[config.mk]
export PLATFORM = sky130hd
export DESIGN_NAME = scan_link
export DESIGN_NICKNAME = d
export VERILOG_FILES = /design/src/rtl/scan_pkg.sv /design/src/rtl/scan_shift_reg.sv /design/src/rtl/scan_hold_reg.sv /design/src/rtl/scan_clk_buf.sv /design/src/rtl/scan_link.sv
export SDC_FILE = /design/constraint.sdc
export NUM_CORES = 1
export LEC_CHECK = 0
export BUFFER_PORTS_ARGS = -buffer_cell sky130_fd_sc_hd__buf_2
export CAP_MARGIN = 40
export CORE_AREA = 2 2 39 41
export CTS_BUF_LIST = sky130_fd_sc_hd__clkbuf_8
export CTS_CLUSTER_DIAMETER = 120
export DETAILED_ROUTE_END_ITERATION = 10
export DIE_AREA = 0 0 41 43
export PLACE_DENSITY = 0.76
export SETUP_SLACK_MARGIN = 0.5
export SKIP_CTS_REPAIR_TIMING = 1
export SLEW_MARGIN = 10
export SYNTH_ARGS = -nofsm -noshare
export SYNTH_HDL_FRONTEND = slang
export SYNTH_SLANG_ARGS = --single-unit
[constraint.sdc]
create_clock -name scan_clk -period 1.21 [get_ports scan_clk]
set_input_delay 0.121 -clock scan_clk [delete_from_list [all_inputs] [get_ports scan_clk]]
set_output_delay 0.121 -clock scan_clk [all_outputs]
set_load 0.02 [all_outputs]
[src/rtl/scan_pkg.sv]
// Package: scan_pkg
// Shared width and mode encoding for the scan chain link.
// Assumes every link serves a design with equal input and output width.
package scan_pkg;
    localparam int unsigned CELL_W = 8;

    typedef enum logic {
        MODE_SHIFT   = 1'b0,
        MODE_CAPTURE = 1'b1
    } scan_mode_e;
endpackage

[src/rtl/scan_shift_reg.sv]
// Module: scan_shift_reg
// Serial shift register with a parallel-load path. In shift mode each bit
// takes its lower neighbour and bit 0 takes sdi. In capture mode all bits
// load from par_in. The MSB is the serial output.
// Assumes a single scan clock domain and a synchronous active-low reset.
module scan_shift_reg #(
    parameter int unsigned WIDTH = scan_pkg::CELL_W
) (
    input  logic             clk,
    input  logic             rst_n,
    input  logic             sel,
    input  logic             sdi,
    input  logic [WIDTH-1:0] par_in,
    output logic [WIDTH-1:0] q,
    output logic             sdo
);
    import scan_pkg::*;

    scan_mode_e       mode;
    logic [WIDTH-1:0] nxt;

    // Decode the select pin into the mode encoding.
    assign mode = scan_mode_e'(sel);

    // Per-bit next-state multiplexer: neighbour or sdi when shifting, par_in when capturing.
    for (genvar i = 0; i < WIDTH; i++) begin : g_bit
        if (i == 0) begin : g_head
            assign nxt[i] = (mode == MODE_CAPTURE) ? par_in[i] : sdi;
        end else begin : g_body
            assign nxt[i] = (mode == MODE_CAPTURE) ? par_in[i] : q[i-1];
        end
    end

    // Register the next state, cleared by reset.
    always_ff @(posedge clk) begin
        if (!rst_n) q <= '0;
        else        q <= nxt;
    end

    // Serial output is the bit furthest along the path.
    assign sdo = q[WIDTH-1];


    shift_reset_chk: assert property (@(posedge clk) !rst_n |=> q == '0);

    shift_move_chk: assert property (@(posedge clk) disable iff (!rst_n)
        rst_n && !sel |=> (q[0] == $past(sdi)) && (q[WIDTH-1:1] == $past(q[WIDTH-2:0])));

    capture_load_chk: assert property (@(posedge clk) disable iff (!rst_n)
        rst_n && sel |=> q == $past(par_in));
endmodule

[src/rtl/scan_hold_reg.sv]
// Module: scan_hold_reg
// Holding register that drives the user design's inputs. It copies d when
// load is high at a clock edge and otherwise keeps its value.
// Assumes load is synchronous to clk; reset clears it to zero.
module scan_hold_reg #(
    parameter int unsigned WIDTH = scan_pkg::CELL_W
) (
    input  logic             clk,
    input  logic             rst_n,
    input  logic             load,
    input  logic [WIDTH-1:0] d,
    output logic [WIDTH-1:0] q
);
    // Update on load, hold otherwise, clear on reset.
    always_ff @(posedge clk) begin
        if (!rst_n)    q <= '0;
        else if (load) q <= d;
    end


    hold_reset_chk: assert property (@(posedge clk) !rst_n |=> q == '0);

    hold_load_chk: assert property (@(posedge clk) disable iff (!rst_n)
        rst_n && load |=> q == $past(d));

    hold_stable_chk: assert property (@(posedge clk) disable iff (!rst_n)
        rst_n && !load |=> $stable(q));
endmodule

[src/rtl/scan_clk_buf.sv]
// Module: scan_clk_buf
// Passes the scan clock on to the next link with no register stage.
// Assumes the physical buffer choice is made during implementation.
module scan_clk_buf (
    input  logic clk_in,
    output logic clk_out
);
    // Forward the clock unchanged.
    assign clk_out = clk_in;
endmodule

[src/rtl/scan_link.sv]
// Module: scan_link
// One link of a daisy-chained scan path in front of a small user design.
// It shifts serial data, captures the design outputs and latches design inputs,
// and it forwards data and the scan clock to the next link.
// Assumes all control inputs are synchronous to scan_clk.
module scan_link #(
    parameter int unsigned WIDTH = scan_pkg::CELL_W
) (
    input  logic             scan_clk,
    input  logic             rst_n,
    input  logic             scan_sel,
    input  logic             latch_en,
    input  logic             sdi,
    input  logic [WIDTH-1:0] design_out,
    output logic [WIDTH-1:0] design_in,
    output logic             sdo,
    output logic             scan_clk_fwd
);
    logic [WIDTH-1:0] chain_q;

    // Shift and capture path.
    scan_shift_reg #(.WIDTH(WIDTH)) u_shift (
        .clk    (scan_clk),
        .rst_n  (rst_n),
        .sel    (scan_sel),
        .sdi    (sdi),
        .par_in (design_out),
        .q      (chain_q),
        .sdo    (sdo)
    );

    // Latched design inputs.
    scan_hold_reg #(.WIDTH(WIDTH)) u_hold (
        .clk   (scan_clk),
        .rst_n (rst_n),
        .load  (latch_en),
        .d     (chain_q),
        .q     (design_in)
    );

    // Clock forwarding to the next link.
    scan_clk_buf u_clkbuf (
        .clk_in  (scan_clk),
        .clk_out (scan_clk_fwd)
    );
endmodule

==> results of run 1 <==
## cells in the mapped netlist
library cell	count	area, um^2
buf_2	1	5.000
dfxtp_1	16	320.3
buf_6	2	22.52
nor2b_1	16	100.1
mux2i_1	16	160.2
buf_4	1	7.510
## state kept, by name, indices dropped and copies added (netlist names)
name	cells
u_hold.q	8
u_shift.q	8
## cells in the final DEF (no fill, tap or decap)
cell type,Yosys,final
buf_2,1,12
buf_4,1,1
buf_6,2,10
buf_8,0,2
clkbuf_8,0,5
dfxtp_1,16,7
dfxtp_2,0,9
mux2i_1,16,16
nor2b_1,16,16
## through the flow
| stage | cells | total power [mW] |
|---|---|---|
| floorplan | 52 | 0.7993 |
| global placement | 86 | 0.7646 |
| detailed placement | 86 | 0.7663 |
| CTS | 93 | 1.497 |
| global route | 94 | 1.671 |
| finish | 94 | 1.579 |
## worst reg2reg max path: stages, from the launching register on
cell and delay, ns:
dfxtp_2 0.32, buf_4 0.12, mux2i_1 0.11, nor2b_1 0.06
## logic make-up after synthesis
family	share of synthesized area (%)
multiplexers	26.02
AND/OR/NAND/NOR	16.26
buffers and inverters	5.690
flip-flops	52.03
## power by group
| part | internal, mW | leakage (nW) | switching, mW |
|---|---|---|---|
| clock | 0.596 | 0.0568 | 0.288 |
| sequential | 0.555 | 0.135 | 0.0143 |
| combinational | 0.0714 | 0.225 | 0.0549 |
## cell type report
cell class                 instances  area (um^2)  share of cell area (%)
sequential                        16        331.6                   37.22
tap                               16        20.02                   2.247
clock buffer                       8        110.1                   12.36
timing repair buffer              22        168.9                   18.96
multi-input combinational         32        260.3                   29.21
## how the worst min path moves through the flow
stage	startpoint	endpoint	slack [ns]	cells past startpoint
floorplan	scan_clk	scan_clk_fwd	0.20	1
detailed placement	scan_clk	scan_clk_fwd	0.26	1
global route	design_out[5]	u_shift.q[5]	0.02	3
CTS	sdi	u_shift.q[0]	0.02	3
finish	sdi	u_shift.q[0]	0.03	3
global placement	scan_clk	scan_clk_fwd	0.26	1
## metal layers
| metal | routed length [um] | share of wire [%] | GRT usage [%] |
|---|---|---|---|
| met1 | 453 | 44 | 15.84 |
| met5 | 0 | 0 | 0 |
| met2 | 471 | 46 | 18.75 |
| met3 | 71 | 6.9 | 8.377 |
| met4 | 27 | 2.6 | 22.00 |
==> flow_summary.toml, run 1 <==
[status]
outcome = "finished, final reports clean"

[global_route]
grt_pass1_vias = 418
antenna_found_initial = 0
grt_use_total_pct = 15.89
grt_first_pass_wirelength_mm = 1.669
overflow = 0
grt_max_degree = 17

[sta]
hold_slack_ns = 0.02713
finClkSkew_ns = 0.0006699
hold_viol = 0
slew_headroom_pct = 83.49
drv_slew = 0
setup_violations = 0
worstMarginPinSlew_ns = 0.2476
rsz0062_at_grt = "yes"
setup_tns_ns = 0
fin_ws_ns = 0.1661

[worst_setup_path]
max_stage_delay_ns = 0.12
critPathArrivalTime_ns = 0.92
startpoint = "scan_clk"
crit_path_cell_trace = "buf_8, buf_8, buf_6"
reg2reg_to = "u_hold.q[3]"
crit_family = "buffers and inverters"
timing.critical_path.buf_inv = 3
required_ns = 1.09
endpoint = "scan_clk_fwd"
path_depth = 3
end_kind = "output pin"
critical_path.max_fanout = 2
crit_slowest_cell = "buf_6"
reg2reg_slack_ns = 0.49
cp-start-kind = "clock port"
criticalPathCategory = "clock port to output pin"
rr_startpoint = "u_hold.q[3]"
rr_worst_depth = 3
crit_top_cell = "buf_8"

[yosys]
ys_seq_elements = 16
syn-num-nets = 65
syn-mean-instance-area_um2 = 11.84
synthCells = 52
synth_cell_types = 6
netlist_area_um2 = 615.6
ys.warnings.count = 0
synth-seq-area-share_pct = 52.03

[floorplanning]
die_w_um = 41
rows = 14
coreArea_um2 = 1384
ios = 23
die-area_um2 = 1763
initial_core_util_pct = 44.48
die_h_um = 43

[clock_tree]
cts_tree = "yes"
insertion_delay_ns = 0.35
clkTransAtPathRegs_ns = 0.06

[finish]
fin_util_pct = 64.38
stdcell_area_um2 = 890.9
syn2layout_area_growth_pct = 44.72
drive_above_1_share_pct = 50.00
nFillCells = 121
antennaDiodeCount = 0
nNetsFinal = 92

[min_path]
min_path_type = "input port to register"

[placed_design]
dpl_cell_area_um2 = 710.7
gp_congestion = 0.5803
pre_cts_ws_ns = 0.3488
port_buffers = 22
hpwl_um = 644.3

[detailed_routing]
ant_nets = 0
drt-total-wl_mm = 1.024
vias = 435
via_per_inst = 4.628
dr.pass1.iters = 1
drt_iter0_drc = 0
drc = 0
avgRoutedWirePerCell_um = 10.89

[power_and_ir_drop]
pwr_density_cell_nw_per_um2 = 1773
peakVddDrop_v = 0.001229
p_leak_nw = 0.4173

[run]
maxCapViolations = 0
(Power assumes the default switching activity.)
==> inputs of run 2 (changes only) <==
--- a/config.mk
+++ b/config.mk
@@ -12,7 +12,7 @@
 export CTS_CLUSTER_DIAMETER = 120
 export DETAILED_ROUTE_END_ITERATION = 10
 export DIE_AREA = 0 0 41 43
-export PLACE_DENSITY = 0.76
+export PLACE_DENSITY_LB_ADDON = 0.2
 export SETUP_SLACK_MARGIN = 0.5
 export SKIP_CTS_REPAIR_TIMING = 1
 export SLEW_MARGIN = 10
==> run 2 against run 1 <==
Against the previous run: final cell count unchanged; final area unchanged; hold slack worse by 0.0011 ns; combinational power about the same; wire length up 9.8%; setup slack worse by 0.0015 ns; register-to-register slack about the same; sequential share of layout area unchanged; via count up 1.1%; clock-buffer cell count unchanged; largest power group unchanged.
==> flow_summary.toml, run 2 (same netlist as run 1, synthesis figures left out) <==
[status]
outcome = "finished, final reports clean"

[placed_design]
port_buffers = 22
gp_congestion = 0.6799
dpl_cell_area_um2 = 710.7

[sta]
drv_slew = 0
slew_headroom_pct = 83.81
worstMarginPinSlew_ns = 0.2429
setup_tns_ns = 0
hold_viol = 0
finClkSkew_ns = 0.001461
setup_violations = 0
rsz0062_at_grt = "yes"

[floorplanning]
ios = 23
initial_core_util_pct = 44.48
rows = 14
die_h_um = 43
die-area_um2 = 1763
coreArea_um2 = 1384
die_w_um = 41

[finish]
stdcell_area_um2 = 890.9
nFillCells = 120
drive_above_1_share_pct = 50.00
seq_area_um2 = 331.6
reg.largest.list = "u_hold.q x8, u_shift.q x8"
nNetsFinal = 92
multi_input_area_um2 = 260.3
final_cell_mix = "mux2i_1 (16), nor2b_1 (16), buf_2 (12), buf_6 (10), dfxtp_2 (9)"
syn2layout_area_growth_pct = 44.72
antennaDiodeCount = 0

[min_path]
hp-start = "sdi"
min_path_type = "input port to register"

[global_route]
antenna_found_initial = 0
overflow = 0
grt_pass1_vias = 439
grt_max_degree = 17
grt_first_pass_wirelength_mm = 1.690
grt_use_total_pct = 15.81

[power_and_ir_drop]
peakVddDrop_v = 0.001354
power.total_mw = 1.585
pwr_density_cell_nw_per_um2 = 1779
p_leak_nw = 0.4173

[worst_setup_path]
startpoint = "scan_clk"
required_ns = 1.09
criticalPathCategory = "clock port to output pin"
end_kind = "output pin"
critical_path.max_fanout = 2
cp-start-kind = "clock port"
critPathArrivalTime_ns = 0.92
rr_startpoint = "u_hold.q[1]"

[detailed_routing]
drc = 0
avgRoutedWirePerCell_um = 11.96
ant_nets = 0
drt-total-wl_mm = 1.124
dr.pass1.iters = 3
vias = 440
drt_iter0_drc = 3
via_per_inst = 4.681

[clock_tree]
cts_tree = "yes"
insertion_delay_ns = 0.35
clkTransAtPathRegs_ns = 0.06

[run]
maxCapViolations = 0
run 2: cell counts in the layout (fill, tap and decap cells not counted):
Identical to the previous run, type by type.
run 2: layout make-up:
cell class	count	area share, %
Clock buffer	8	12.36
Multi-Input combinational cell	32	29.21
Sequential cell	16	37.22
Tap cell	16	2.247
Timing Repair Buffer	22	18.96
run 2: final timing paths:
| check | end | slack (ns) | depth (start not counted) |
|---|---|---|---|
| max | scan_clk_fwd | 0.16 | 3 |
| min | u_shift.q[0] | 0.03 | 3 |
| max reg2reg | u_hold.q[1] | 0.49 | 3 |
| min reg2reg | u_hold.q[3] | 0.52 | 2 |
run 2: report_power, final:
group / internal (mW) / switching [mW]
logic: 0.0715 / 0.0557
registers: 0.556 / 0.0154
clock network: 0.596 / 0.290
run 2: worst max-delay path, cell delays in order:
cell	delay (ns)
buf_8	0.10
buf_8	0.10
buf_6	0.12
run 2: per-layer routing:
| layer | up-vias | wire (um) | GRT usage (%) |
|---|---|---|---|
| met5 | - | 0 | 0 |
| met4 | 0 | 34 | 18.00 |
| met3 | 6 | 85 | 8.377 |
| met2 | 22 | 541 | 19.38 |
| met1 | 192 | 462 | 16.89 |
| li1 | 220 | - | - |
run 2: metrics by stage:
stage / setup WS [ns] / hold slack (ns) / std cells / utilization [%]
2_1_floorplan: 0.3789 / 0.2046 / 52 / -
3_3_place_gp: 0.3488 / 0.2553 / 86 / 51.36
3_5_place_dp: 0.3488 / 0.2553 / 86 / 51.36
4_1_cts: 0.1002 / 0.02297 / 93 / 58.32
5_1_grt: 0.1579 / 0.02246 / 94 / 64.38
6_report: 0.1646 / 0.02600 / 94 / 64.38
